File: config.mk
export PLATFORM = sky130hd
export DESIGN_NAME = segcmp_reg
export DESIGN_NICKNAME = d
export VERILOG_FILES = /design/src/rtl/segcmp_reg.sv
export SDC_FILE = /design/constraint.sdc
export NUM_CORES = 1
export LEC_CHECK = 0
export ABC_AREA = 1
export CORE_ASPECT_RATIO = 1.75
export CORE_MARGIN = 2
export CORE_UTILIZATION = 40
export DETAILED_ROUTE_END_ITERATION = 10
export PLACE_DENSITY = 0.71
export SYNTH_ARGS = -nofsm -noshare
export SYNTH_HDL_FRONTEND = slang
export SYNTH_SLANG_ARGS = --single-unit
File: constraint.sdc
create_clock -name clk -period 1.85 [get_ports clk]
set_clock_uncertainty 0.1 [all_clocks]
set_input_delay 0.37 -clock clk [delete_from_list [all_inputs] [get_ports clk]]
set_output_delay 0.37 -clock clk [all_outputs]
set_load 0.01 [all_outputs]
File: src/rtl/segcmp_reg.sv
module segcmp_reg #(
  parameter int SEG_W = 32,
  localparam int NSEG = 4,
  localparam int W = SEG_W * NSEG,
  localparam int IW = $clog2(W)
) (
  input  logic             clk,
  input  logic             rst_n,
  input  logic [1:0]       seg_sel,
  input  logic             wr_en,
  input  logic [SEG_W-1:0] wr_data,
  input  logic [W-1:0]     wr_mask,
  input  logic             rd_en,
  output logic [SEG_W-1:0] rd_data,
  input  logic             shl,
  input  logic             shr,
  input  logic             part_wr,
  input  logic [2:0]       part_code,
  output logic [W-1:0]     cmp_value
);

  logic [W-1:0] q, seg_field, cam_field, rot, wr_sel;
  logic [2:0]   part_q;
  logic [IW-1:0] lo, hi;
  logic          do_shift;

  always_comb begin
    unique case (part_q)
      3'b001:  begin lo = IW'(SEG_W);     hi = IW'(W-1); end
      3'b010:  begin lo = IW'(2*SEG_W);   hi = IW'(W-1); end
      3'b011:  begin lo = IW'(3*SEG_W);   hi = IW'(W-1); end
      3'b101:  begin lo = '0;             hi = IW'(3*SEG_W-1); end
      3'b110:  begin lo = '0;             hi = IW'(2*SEG_W-1); end
      3'b111:  begin lo = '0;             hi = IW'(SEG_W-1); end
      default: begin lo = '0;             hi = IW'(W-1); end
    endcase
  end

  always_comb begin
    for (int i = 0; i < W; i++) begin
      cam_field[i] = (IW'(i) >= lo) && (IW'(i) <= hi);
      rot[i] = q[i];
      if (cam_field[i]) begin
        if (shr) rot[i] = (IW'(i) == hi) ? q[lo] : q[(i+1) % W];
        else     rot[i] = (IW'(i) == lo) ? q[hi] : q[(i+W-1) % W];
      end
    end
  end

  assign seg_field = {{(W-SEG_W){1'b0}}, {SEG_W{1'b1}}} << (seg_sel * SEG_W);
  assign wr_sel    = seg_field & ~wr_mask;
  assign do_shift  = (shl ^ shr) & ~wr_en;
  assign cmp_value = q;

  always_ff @(posedge clk) begin
    if (!rst_n) begin
      q       <= '0;
      part_q  <= 3'b000;
      rd_data <= '0;
    end else begin
      if (wr_en)         q <= (q & ~wr_sel) | ({NSEG{wr_data}} & wr_sel);
      else if (do_shift) q <= rot;
      if (part_wr)       part_q <= part_code;
      if (rd_en)         rd_data <= q[seg_sel*SEG_W +: SEG_W];
    end
  end

  AST_WR_CONFINED: assert property (@(posedge clk) disable iff (!rst_n)
    wr_en |=> ((cmp_value ^ $past(cmp_value)) & ~$past(wr_sel)) == '0);
  AST_RAM_STILL: assert property (@(posedge clk) disable iff (!rst_n)
    (!wr_en && (shl || shr)) |=> ((cmp_value ^ $past(cmp_value)) & ~$past(cam_field)) == '0);
  AST_ROT_KEEPS_ONES: assert property (@(posedge clk) disable iff (!rst_n)
    (!wr_en && (shl ^ shr)) |=> $countones(cmp_value) == $countones($past(cmp_value)));
  AST_IDLE_HOLD: assert property (@(posedge clk) disable iff (!rst_n)
    (!wr_en && !(shl ^ shr)) |=> $stable(cmp_value));
  AST_READ_SEG: assert property (@(posedge clk) disable iff (!rst_n)
    rd_en |=> rd_data == $past(cmp_value[seg_sel*SEG_W +: SEG_W]));
  AST_READ_HOLD: assert property (@(posedge clk) disable iff (!rst_n)
    !rd_en |=> $stable(rd_data));

endmodule

==> flow_metrics.env <==
export IMPL_fillers=2428
export IMPL_critPathBufInv=1
export IMPL_final_util=0.585
export IMPL_drtIter0Drc=1164
export IMPL_cp_cell_sequence="clkdlybuf4s50_1"
export IMPL_ir_drop_mv=0.622
export IMPL_p_leak_nw=6.46
export IMPL_finalMaxSlewViolations=0
export IMPL_r2r_start="part_q[2]"
export IMPL_synth_simple_gate_area_share=0.129
export IMPL_failed_checks="design-rule violations"
export IMPL_tns_ps=0
export IMPL_multiInputGateArea_mm2=0.00601
export IMPL_dpl_cell_area_mm2=0.0146
export IMPL_startpoint_type="register"
export IMPL_antenna_left=0
export IMPL_final_cell_area_mm2=0.0151
export IMPL_place_gp_congestion=0.968
export IMPL_max_clock_freq_ghz=0.551
export IMPL_avgViaCountPerCell=5.82
export IMPL_grt_busiest_layer="met2"
export IMPL_io_pins=332
export IMPL_place_hpwl_mm=34.5
export IMPL_root_buffer="clkbuf_16"
export IMPL_ctsResizeCount=136
export IMPL_min_delay_start="rd_en"
export IMPL_netlist_instances=1634
export IMPL_cp_end_kind="primary output"
export IMPL_clk_pin_slew_worst_paths_ps=70
export IMPL_setup_viol=0
export IMPL_critPathArrivalTime_ps=1340
export IMPL_grt_use_met2=0.567
export IMPL_via_count=13200
export IMPL_cp_startpoint="rd_data[12]"
export IMPL_grtUsageMet3=0.0692
export IMPL_period_minus_slack_ps=1810
export IMPL_outcome="finished with violations"
export IMPL_yosys_area_share_xor_xnor=0
export IMPL_hold_viol=0
export IMPL_cts_setup_buffers=0
export IMPL_drc=1
export IMPL_crit_family="buffers and inverters"
export IMPL_grt_antenna_before_repair=5
export IMPL_path_max_fanout=2
export IMPL_numCtsBuffers=17
export IMPL_ys_seq_area_frac=0.312
export IMPL_drv_cap=0
export IMPL_start_util=0.405
export IMPL_rows=78
export IMPL_worstSkewPairLatency_ps=450
export IMPL_grt_pass1_wl_mm=69.1
export IMPL_critPathKind="reg2out"
export IMPL_regArea_mm2=0.00328
export IMPL_drt_wl_total_mm=45.8
export IMPL_syn_nets=1806
export IMPL_ys_ff_latch=163
export IMPL_grt_start_max_net_pins=51
export IMPL_grt_overflow_total=0
export IMPL_whs_ps=245
export IMPL_syn_area_mm2=0.0105
export IMPL_first_global_vias=12600
export IMPL_die_area_mm2=0.0275
export IMPL_worst_pin_slew_ps=398
export IMPL_core_area_mm2=0.0259
export IMPL_muxShareOfSynthArea=0
export IMPL_wl_per_cell_um=20.1
export IMPL_h_tree_depth=4
export IMPL_drtPass1Iterations=11
export IMPL_hold_class="in2reg"
export IMPL_cts_sinks=163
export IMPL_syn2layout_area_growth_pct=44.6
export IMPL_max_stage_delay_ps=540
export IMPL_pwr_density_cell_mw_per_mm2=752
export IMPL_fp_dieW_um=126
export IMPL_synth_warnings=0
export IMPL_ys_types=26
export IMPL_tritoncts="done"
export IMPL_track_usage=0.320
export IMPL_cpMaxStageDelayCell="clkdlybuf4s50_1"
export IMPL_clockBufferDepth=2
export IMPL_synth_compound_area_share=0.444
export IMPL_fin_nets=2111
export IMPL_io_buffers=331
export IMPL_synthAdderAreaFrac=0
export IMPL_grt_util_met1=0.333
export IMPL_max_slew_margin=0.732
export IMPL_required_ps=1380
export IMPL_fin_crit_sh=0.981
export IMPL_synth_top_family_by_area="compound AO/OA/AOI/OAI gates"
export IMPL_drive_above_1_share=0.0794
export IMPL_syn_avg_cell_area_um2=6.41
export IMPL_power_total_w=0.0114
export IMPL_cts_hold_fix_buffers=0
export IMPL_fp_dieH_um=218
[where the power goes]
group / total [W] / switching [W] / internal [W]
Clock: 0.00395 / 0.00155 / 0.00240
Sequential: 0.00414 / 0.000301 / 0.00384
Combinational: 0.00330 / 0.00184 / 0.00145
Total: 0.0114 / 0.00370 / 0.00769
[cell type report]
class | count | share of cell area
timing repair buffer | 419 | 0.281
multi-input combinational | 1194 | 0.397
sequential | 163 | 0.217
antenna | 5 | 0.000827
clock inverter | 9 | 0.00992
tap | 320 | 0.0265
clock buffer | 23 | 0.0322
inverter | 144 | 0.0360
[cell usage in the layout (no fill, tap or decap), drive strengths merged]
| cell | count |
|---|---|
| o22ai | 62 |
| o21a | 1 |
| a31oi | 2 |
| dfxtp | 163 |
| nand3 | 7 |
| diode | 5 |
| nand3b | 3 |
| dlymetal6s2s | 16 |
| clkinv | 3 |
| clkbuf | 24 |
| inv | 144 |
| bufinv | 4 |
| nand2 | 240 |
| buf | 90 |
| a21oi | 297 |
| or2 | 34 |
| o31ai | 90 |
| o21ai | 412 |
| nor2 | 42 |
| dlygate4sd2 | 124 |
| clkinvlp | 2 |
| clkdlybuf4s50 | 188 |
| and2 | 2 |
| a211oi | 2 |
[final timing paths]
path,endpoint,slack [ps],depth (start not counted)
setup reg to reg,register,130,8
hold reg to reg,register,410,2
setup / recovery,rd_data[12],40,1
hold / removal,rd_data[21],250,2
[logic make-up (layout without fill, tap and decap cells)]
family / after synthesis / after routing
buffers and inverters: 277 / 595
AO/OA/AOI/OAI: 866 / 866
AND/OR/NAND/NOR: 328 / 328
flip-flops: 163 / 163
other: 0 / 5
[routing by layer]
layer	routed length, um	share of wire
met1	16000	0.35
met2	23500	0.51
met3	3210	0.070
met4	3080	0.067
met5	0	0
[cell usage after synthesis]
| library cell | number | area, um2 |
|---|---|---|
| nand3b_1 | 3 | 22.5 |
| clkbuf_1 | 57 | 214 |
| buf_1 | 6 | 22.5 |
| or2_0 | 14 | 87.6 |
| a31oi_1 | 2 | 12.5 |
| buf_6 | 9 | 101 |
| a21oi_1 | 297 | 1490 |
| nand2_1 | 237 | 890 |
| inv_1 | 136 | 510 |
| nor2_1 | 40 | 150 |
| nand2_2 | 3 | 18.8 |
| buf_2 | 53 | 265 |
| o21ai_0 | 281 | 1410 |
| nor2_2 | 2 | 12.5 |
| o22ai_1 | 62 | 388 |
| o21ai_1 | 131 | 656 |
| dfxtp_1 | 163 | 3260 |
| o31ai_1 | 90 | 676 |
| or2_1 | 14 | 87.6 |
| o21a_1 | 1 | 7.51 |
| or2_2 | 6 | 37.5 |
| a211oi_1 | 2 | 15.0 |
| and2_1 | 2 | 12.5 |
| buf_4 | 8 | 60.1 |
| nand3_1 | 7 | 35.0 |
| inv_2 | 8 | 30.0 |
[through the flow]
stage / std cells / setup slack, ps
after floorplan: 1634 / 340
after global placement: 2240 / -345
after detailed placement: 2240 / -366
after CTS: 2272 / 0.185
after global routing: 2277 / -3.25
final: 2277 / 35.6
Power figures use the tool's default switching activity.
